### src/rtl/uart_rx_pkg.sv
package uart_rx_pkg;

  typedef enum logic [2:0] {
    ST_IDLE  = 3'd0,
    ST_START = 3'd1,
    ST_DATA  = 3'd2,
    ST_STOP  = 3'd3,
    ST_EXTRA = 3'd4,
    ST_HOLD  = 3'd5
  } rx_state_t;

  function automatic logic maj3(input logic a, input logic b, input logic c);
    return (a & b) | (a & c) | (b & c);
  endfunction

endpackage

### src/rtl/rx_sampler.sv
module rx_sampler
  import uart_rx_pkg::*;
#(
  parameter int unsigned SYNC_STAGES = 2
) (
  input  logic clk,
  input  logic rst_n,
  input  logic tick,
  input  logic rxd,
  output logic line,
  output logic vote
);

  logic [SYNC_STAGES-1:0] sync_q, sync_d;
  logic [1:0]             hist_q, hist_d;

  always_comb begin
    sync_d = {sync_q[SYNC_STAGES-2:0], rxd};
    hist_d = hist_q;
    if (tick) hist_d = {hist_q[0], line};
  end

  always_ff @(posedge clk or negedge rst_n) begin
    if (!rst_n) begin
      sync_q <= '1;
      hist_q <= '1;
    end else begin
      sync_q <= sync_d;
      hist_q <= hist_d;
    end
  end

  assign line = sync_q[SYNC_STAGES-1];
  // hist_q[1]/hist_q[0] hold the two previous tick samples, line the current one
  assign vote = maj3(hist_q[1], hist_q[0], line);

endmodule

### src/rtl/rx_lowrun.sv
module rx_lowrun #(
  parameter int unsigned RUN_LEN = 11
) (
  input  logic clk,
  input  logic rst_n,
  input  logic bit_stb,
  input  logic bit_val,
  input  logic restart,
  output logic hit
);

  localparam int unsigned RW = $clog2(RUN_LEN + 1);
  localparam logic [RW-1:0] FULL = RW'(RUN_LEN);

  logic [RW-1:0] run_q, run_d, run_inc;

  always_comb begin
    if (restart)            run_inc = RW'(1);
    else if (run_q == FULL) run_inc = FULL;
    else                    run_inc = run_q + RW'(1);
    run_d = run_q;
    if (bit_stb) run_d = bit_val ? '0 : run_inc;
  end

  always_ff @(posedge clk or negedge rst_n) begin
    if (!rst_n) run_q <= '0;
    else        run_q <= run_d;
  end

  assign hit = bit_stb && !bit_val && (run_inc == FULL) && (restart || run_q != FULL);

  assert_run_bound_R5: assert property (@(posedge clk) disable iff (!rst_n)
    run_q <= FULL);

  assert_high_clears_run_R6: assert property (@(posedge clk) disable iff (!rst_n)
    (bit_stb && bit_val) |=> (run_q == '0));

endmodule

### src/rtl/rx_frame_ctl.sv
module rx_frame_ctl
  import uart_rx_pkg::*;
#(
  parameter int unsigned OSR    = 16,
  parameter int unsigned DATA_W = 8
) (
  input  logic              clk,
  input  logic              rst_n,
  input  logic              tick,
  input  logic              line,
  input  logic              vote,
  input  logic              enable,
  input  logic              nine_bit,
  input  logic              brk_hit,
  output logic              frame_done,
  output logic [DATA_W-1:0] frame_data,
  output logic              frame_b9,
  output logic              frame_stop,
  output logic              bit_stb,
  output logic              bit_val,
  output logic              run_restart
);

  localparam int unsigned CNT_W = $clog2(OSR);
  localparam int unsigned SHR_W = DATA_W + 1;
  localparam int unsigned BN_W  = $clog2(SHR_W + 1);
  localparam logic [CNT_W-1:0] VOTE_AT = CNT_W'(OSR / 2 + 1);
  localparam logic [CNT_W-1:0] LAST    = CNT_W'(OSR - 1);

  rx_state_t        state_q, state_d;
  logic [CNT_W-1:0] tcnt_q, tcnt_d;
  logic [BN_W-1:0]  bitn_q, bitn_d;
  logic [SHR_W-1:0] shr_q, shr_d;
  logic             at_vote, at_end, in_frame;
  logic [BN_W-1:0]  last_bit;

  assign at_vote  = tick && (tcnt_q == VOTE_AT);
  assign at_end   = tick && (tcnt_q == LAST);
  assign in_frame = (state_q == ST_START) || (state_q == ST_DATA) ||
                    (state_q == ST_STOP)  || (state_q == ST_EXTRA);
  assign last_bit = nine_bit ? BN_W'(DATA_W) : BN_W'(DATA_W - 1);

  always_comb begin
    state_d = state_q;
    tcnt_d  = tcnt_q;
    bitn_d  = bitn_q;
    shr_d   = shr_q;
    if (tick && in_frame) tcnt_d = (tcnt_q == LAST) ? '0 : tcnt_q + CNT_W'(1);
    case (state_q)
      ST_IDLE: begin
        if (tick && !line) begin
          state_d = ST_START;
          tcnt_d  = CNT_W'(1);
        end
      end
      ST_START: begin
        if (at_vote && vote) state_d = ST_IDLE;
        else if (at_end) begin
          state_d = ST_DATA;
          bitn_d  = '0;
        end
      end
      ST_DATA: begin
        if (at_vote) shr_d = {vote, shr_q[SHR_W-1:1]};
        if (at_end) begin
          bitn_d = bitn_q + BN_W'(1);
          if (bitn_q == last_bit) state_d = ST_STOP;
        end
      end
      ST_STOP: begin
        if (at_vote) begin
          if (brk_hit)                state_d = ST_HOLD;
          else if (vote || nine_bit)  state_d = ST_IDLE;
        end else if (at_end) begin
          state_d = ST_EXTRA;
        end
      end
      ST_EXTRA: begin
        if (at_vote) state_d = brk_hit ? ST_HOLD : ST_IDLE;
      end
      ST_HOLD: begin
        if (tick && line) state_d = ST_IDLE;
      end
      default: state_d = ST_IDLE;
    endcase
    if (!enable) state_d = ST_IDLE;
  end

  always_ff @(posedge clk or negedge rst_n) begin
    if (!rst_n) begin
      state_q <= ST_IDLE;
      tcnt_q  <= '0;
      bitn_q  <= '0;
      shr_q   <= '0;
    end else begin
      state_q <= state_d;
      tcnt_q  <= tcnt_d;
      bitn_q  <= bitn_d;
      shr_q   <= shr_d;
    end
  end

  assign frame_done  = (state_q == ST_STOP) && at_vote;
  assign frame_data  = nine_bit ? shr_q[DATA_W-1:0] : shr_q[SHR_W-1:1];
  assign frame_b9    = nine_bit ? shr_q[DATA_W] : vote;
  assign frame_stop  = vote;
  assign bit_stb     = in_frame && at_vote;
  assign bit_val     = vote;
  assign run_restart = (state_q == ST_START);

  assert_hold_no_start_R11: assert property (@(posedge clk) disable iff (!rst_n)
    ($past(state_q) == ST_HOLD) |-> (state_q != ST_START));

  assert_done_once_R1: assert property (@(posedge clk) disable iff (!rst_n)
    frame_done |=> !frame_done);

endmodule

### src/rtl/serial_rx_brk.sv
module serial_rx_brk
  import uart_rx_pkg::*;
#(
  parameter int unsigned OSR         = 16,
  parameter int unsigned DATA_W      = 8,
  parameter int unsigned SYNC_STAGES = 2,
  parameter int unsigned BREAK_BITS  = 11
) (
  input  logic              clk,
  input  logic              rst_n,
  input  logic              tick16,
  input  logic              rxd,
  input  logic              rx_en,
  input  logic              nine_bit,
  input  logic              addr_filt_en,
  input  logic              brk_reset_en,
  input  logic              clr_rxf,
  input  logic              clr_fe,
  input  logic              clr_brk,
  output logic [DATA_W-1:0] rx_data,
  output logic              rx_bit9,
  output logic              rx_flag,
  output logic              fe_flag,
  output logic              brk_flag,
  output logic              rst_req
);

  // reset: asserted asynchronously, released on the clock
  logic [1:0] rst_pipe;
  logic       rst_q;

  always_ff @(posedge clk or negedge rst_n) begin
    if (!rst_n) rst_pipe <= '0;
    else        rst_pipe <= {rst_pipe[0], 1'b1};
  end
  assign rst_q = rst_pipe[1];

  logic              line, vote;
  logic              frame_done, frame_b9, frame_stop;
  logic [DATA_W-1:0] frame_data;
  logic              bit_stb, bit_val, run_restart, brk_hit;

  rx_sampler #(.SYNC_STAGES(SYNC_STAGES)) u_sampler (
    .clk(clk), .rst_n(rst_q), .tick(tick16), .rxd(rxd),
    .line(line), .vote(vote)
  );

  rx_frame_ctl #(.OSR(OSR), .DATA_W(DATA_W)) u_frame (
    .clk(clk), .rst_n(rst_q), .tick(tick16), .line(line), .vote(vote),
    .enable(rx_en), .nine_bit(nine_bit), .brk_hit(brk_hit),
    .frame_done(frame_done), .frame_data(frame_data), .frame_b9(frame_b9),
    .frame_stop(frame_stop), .bit_stb(bit_stb), .bit_val(bit_val),
    .run_restart(run_restart)
  );

  rx_lowrun #(.RUN_LEN(BREAK_BITS)) u_lowrun (
    .clk(clk), .rst_n(rst_q), .bit_stb(bit_stb), .bit_val(bit_val),
    .restart(run_restart), .hit(brk_hit)
  );

  logic              rxf_q, rxf_d, fe_q, fe_d, brk_q, brk_d, rreq_q, rreq_d;
  logic [DATA_W-1:0] data_q, data_d;
  logic              b9_q, b9_d, accept, load;

  always_comb begin
    accept = frame_done && !(nine_bit && addr_filt_en && !frame_b9);
    load   = accept && (!rxf_q || clr_rxf);
    rxf_d  = (rxf_q && !clr_rxf) || accept;
    fe_d   = (fe_q && !clr_fe) || (frame_done && !frame_stop);
    brk_d  = (brk_q && !clr_brk) || brk_hit;
    rreq_d = brk_hit && rx_en && brk_reset_en;
    data_d = load ? frame_data : data_q;
    b9_d   = load ? frame_b9 : b9_q;
  end

  always_ff @(posedge clk or negedge rst_q) begin
    if (!rst_q) begin
      rxf_q  <= 1'b0;
      fe_q   <= 1'b0;
      brk_q  <= 1'b0;
      rreq_q <= 1'b0;
      data_q <= '0;
      b9_q   <= 1'b0;
    end else begin
      rxf_q  <= rxf_d;
      fe_q   <= fe_d;
      brk_q  <= brk_d;
      rreq_q <= rreq_d;
      data_q <= data_d;
      b9_q   <= b9_d;
    end
  end

  assign rx_data  = data_q;
  assign rx_bit9  = b9_q;
  assign rx_flag  = rxf_q;
  assign fe_flag  = fe_q;
  assign brk_flag = brk_q;
  assign rst_req  = rreq_q;

  assert_hold_data_R10: assert property (@(posedge clk) disable iff (!rst_q)
    (rxf_q && !clr_rxf) |=> (rxf_q && $stable(data_q) && $stable(b9_q)));

  assert_brk_sticky_R7: assert property (@(posedge clk) disable iff (!rst_q)
    (brk_q && !clr_brk) |=> brk_q);

  assert_fe_sticky_R4: assert property (@(posedge clk) disable iff (!rst_q)
    (fe_q && !clr_fe) |=> fe_q);

  assert_rstreq_pulse_R8: assert property (@(posedge clk) disable iff (!rst_q)
    rreq_q |-> (brk_q && $rose(brk_q)));

  assert_mp_filter_R9: assert property (@(posedge clk) disable iff (!rst_q)
    ($rose(rxf_q) && nine_bit && addr_filt_en) |-> b9_q);

endmodule

### config.mk
export PLATFORM = sky130hd
export DESIGN_NAME = serial_rx_brk
export DESIGN_NICKNAME = d
export VERILOG_FILES = /design/src/rtl/uart_rx_pkg.sv /design/src/rtl/rx_sampler.sv /design/src/rtl/rx_lowrun.sv /design/src/rtl/rx_frame_ctl.sv /design/src/rtl/serial_rx_brk.sv
export SDC_FILE = /design/constraint.sdc
export NUM_CORES = 1
export LEC_CHECK = 0
export BUFFER_PORTS_ARGS = -buffer_cell sky130_fd_sc_hd__buf_2
export CAP_MARGIN = 0
export CORE_AREA = 2 2 89 91
export CTS_BUF_LIST = sky130_fd_sc_hd__clkbuf_16
export CTS_CLUSTER_DIAMETER = 50
export CTS_CLUSTER_SIZE = 14
export DETAILED_ROUTE_END_ITERATION = 8
export DIE_AREA = 0 0 91 93
export PLACE_DENSITY_LB_ADDON = 0.2
export SYNTH_ARGS = -nofsm -noshare
export SYNTH_HDL_FRONTEND = slang
export SYNTH_SLANG_ARGS = --single-unit
### constraint.sdc
create_clock -name clk -period 3.1 [get_ports clk]
set_input_delay 0 -clock clk [delete_from_list [all_inputs] [get_ports clk]]
set_output_delay 0 -clock clk [all_outputs]
set_load 0.005 [all_outputs]
==> summary.txt <==
Outcome
  – Status: finished, final reports clean

Floorplan
  – Core Region: 0.00753 mm^2
  – FP Rows: 32
  – Die ar.: 0.00846 mm^2
  – Die Y: 93 um
  – Die width: 91 um
  – Starting Density: 29.1%
  – I/O pin count: 24

Clock tree
  – Clk sinks: 43
  – Post-CTS Resized: 0
  – Clk buf depth: 2
  – CTS clk-pin slew, worst paths: 0.06 ns
  – CTS Buf Count: 5
  – CTS tree: built
  – Clock root buffer: clkbuf_16
  – Htree depth: 2
  – Worst skew pair latency: 0.28 ns

Yosys
  – Cells after synthesis: 215
  – Largest area contributor in the netlist: dfrtp_1
  – Post-synthesis async set-or-reset flop share: 100%
  – EDFF count, synth: 0
  – Count of cell types in the netlist: 49
  – Synth warn: 0
  – Synth Flop Type: dfrtp_1
  – Net Count, Synth: 230
  – Synth area leaders: dfrtp_1 (44%), nand2_1 (5.5%), dfstp_2 (4.8%), mux2_2 (4.6%), mux2i_1 (4.6%)
  – Post-synthesis sequential area ratio: 49.3%
  – FF+latch count, synth: 43
  – Synthesized area per cell: 10.2 um^2
  – Post-synth top area share: 44.5%
  – Cell area after synthesis: 0.00219 mm^2

Place
  – HPWL after DPL: 3200 um
  – GPL Wtd Cong: 0.746
  – IO Port Bufs: 23

Global routing
  – Largest net degree at the start of global routing: 42
  – Initial antenna violation count: 0
  – GRT Total Usage: 11.9%
  – Overflow after GRT: 0
  – Vias in the first global route: 1666
  – Global-route wire length before repair: 8160 um

Hold path
  – HP Class: primary input to register
  – Hold Path Origin: clr_rxf
  – Hold path cells: 3
  – Worst Hold End: rx_flag$_DFF_PN0_

Worst setup path
  – Worst EP required: 3.29 ns
  – Crit path max fanout: 18
  – R2R Path Start: u_frame.tcnt_q[1]$_DFF_PN0_
  – Slowest cell on the critical path: nand4_1
  – Endpoint class of the critical path: register
  – Worst-path cell chain: inv_1 > ha_1 > and4b_1 > nand4_1 > o31ai_1
  – CP startpoint kind: register
  – Reg2Reg Depth: 5
  – CP max stage delay: 0.58 ns
  – Worst Path Arrival: 2.35 ns
  – Worst R2R Setup Slack: 0.94 ns
  – WS Path Type: register to register
  – Reg-to-Reg End: rx_bit9$_DFFE_PN0P_

Power and ir drop
  – Clk pwr share: 42.7%
  – Comb pwr share: 12.8%
  – Sequential power share: 44.4%
  – Pwr dens: 538 mW/mm^2
  – Overall power: 1.41 mW
  – Sw Ratio: 25.3%
  – P_leak: 1.19 nW
  – Net Switching: 0.355 mW
  – VDD IR max: 0.261 mV
  – Int Pwr: 1.05 mW

Final layout
  – Filler cells: 790
  – Area of the multi-input gates: 0.00104 mm^2
  – NumNets Final: 257
  – Synth-to-layout area growth: 19.1%
  – Layout cell share with drive strength beyond 1: 21.4%
  – # diodes: 0
  – Storage element area: 0.00108 mm^2

STA
  – Worst hold slack: 0.0104 ns
  – Max_slew headroom: 39.4%
  – Fmax: 463 MHz
  – Slew @ Worst Pin: 0.909 ns
  – Fin crit share: 69.7%
  – Period minus WS final: 2.16 ns
  – Final setup TNS: 0 ns
  – Final Hold Vio Count: 0
  – Final setup fails: 0
  – Worst clock skew: 0.00756 ns
  – Slew Viols, Final: 0
  – RSZ-0062 raised after global routing: false

Routing
  – Routed Wire Length: 4650 um
  – Max Used Layer: met4
  – Met2 wire length: 1910 um
  – Met3 routed WL: 216 um
  – ANT nets after route: 0
  – WL/cell: 13.5 um
  – Drt pass-1 iters: 4
  – Post-route DRC: 0
  – Met1 wire length: 2470 um
  – Via density: 4.84
  – DRT iter0 DRCs: 81
  – Vias: 1670

Job
  – Max Cap Viol: 0
[cell type report]
class,count,share of cell area (%)
timing repair buffer,29,6.61
multi-input combinational,157,39.7
inverter,6,0.862
sequential,43,41.4
clock inverter,3,1.68
tap,102,4.89
clock buffer,5,4.79
[state kept, by name (all words and copies together), names as in the netlist]
| register | flops |
|---|---|
| u_frame.state_q | 3 |
| rx_flag | 1 |
| u_frame.tcnt_q | 4 |
| u_sampler.hist_q | 2 |
| rx_bit9 | 1 |
| u_lowrun.run_q | 4 |
| u_frame.bitn_q | 4 |
| brk_flag | 1 |
| rst_pipe | 2 |
| fe_flag | 1 |
| u_frame.shr_q | 9 |
| u_sampler.sync_q | 2 |
| rx_data | 8 |
| rst_req | 1 |
[logic make-up after synthesis]
family | Yosys count | share of synthesized area, %
simple gates | 76 | 17.6
compound gates | 55 | 17.2
flops | 43 | 49.3
mux | 19 | 9.18
buf+inv | 15 | 3.42
fa+ha+maj | 5 | 2.74
other cells | 1 | 0.171
xor+xnor | 1 | 0.399
[worst max path at each step]
stage                                            from                              to  slack [ns]
after floorplan           u_frame.tcnt_q[0]$_DFF_PN0_  u_frame.state_q[0]$_DFFE_PN0P_        1.22
after global placement    u_frame.tcnt_q[1]$_DFF_PN0_             rx_bit9$_DFFE_PN0P_        0.95
after detailed placement  u_frame.tcnt_q[1]$_DFF_PN0_             rx_bit9$_DFFE_PN0P_        0.89
after CTS                 u_frame.tcnt_q[1]$_DFF_PN0_             rx_bit9$_DFFE_PN0P_        0.88
after global routing      u_frame.tcnt_q[1]$_DFF_PN0_             rx_bit9$_DFFE_PN0P_        0.66
final                     u_frame.tcnt_q[1]$_DFF_PN0_             rx_bit9$_DFFE_PN0P_        0.94
[cell usage in the layout, fill, tap and decap left out, drive strengths merged, types with 2 or more instances in the layout]
cell and instances:
dfrtp 39, nand2 32, buf 24, o21ai 18, mux2i 10, nor2 9
a21oi 9, mux2 9, nor2b 7, inv 6, o31ai 6, nand3 5
clkbuf 5, dlygate4sd3 5, ha 4, dfstp 4, nand2b 3, nor3 3
nand4 3, o221ai 2, a31oi 2, o22ai 2, nand3b 2, nor4 2
o2111ai 2, and2 2, a32o 2, or3b 2, a21o 2, and4b 2
clkinv 2
[cells in the mapped netlist, drive strengths merged (3+ instances only)]
library cell and n:
nand3 5, clkbuf 4, nor3 3, buf 5
nand4 3, dfrtp 39, o31ai 6, nor2 9
mux2 9, nor2b 7, o21ai 18, inv 6
mux2i 10, nand2b 3, a21oi 9, ha 4
nand2 32, dfstp 4
[critical path: cells and delay by family (launching register included)]
kind	cells	cell delay (ns)
flops	1	0.40
buf+inv	1	0.10
fa+ha+maj	1	0.15
compound gates	1	0.41
simple gates	2	1.00
[per-layer routing]
metal	track usage, %	vias to the layer above
met5	0	-
li1	-	834
met4	4.17	0
met3	2.98	4
met1	16.4	795
met2	18.1	37
[through the flow]
stage	worst slack, ns	area (um^2)	util, %	instances
after global placement	0.949	2390	31.8	332
after CTS	0.877	2610	34.7	345
after global routing	0.659	2610	34.7	345
after floorplan	1.22	2190	-	215
final	0.941	2610	34.7	345
after detailed placement	0.892	2390	31.8	332
[power groups by stage]
stage	clock, mW	sequential, mW	combinational [mW]
3_5_place_dp	0	0.636	0.176
4_1_cts	0.621	0.626	0.182
3_3_place_gp	0	0.635	0.172
5_1_grt	0.642	0.632	0.207
6_report	0.601	0.624	0.180
2_1_floorplan	0	0.619	0.143
[repair_timing]
item / 4_1_cts / 5_1_grt
endpoints found under the hold margin: 5 / 0
setup buffers: 0 / 0
hold buffers: 5 / 0
(Power assumes the default switching activity.)
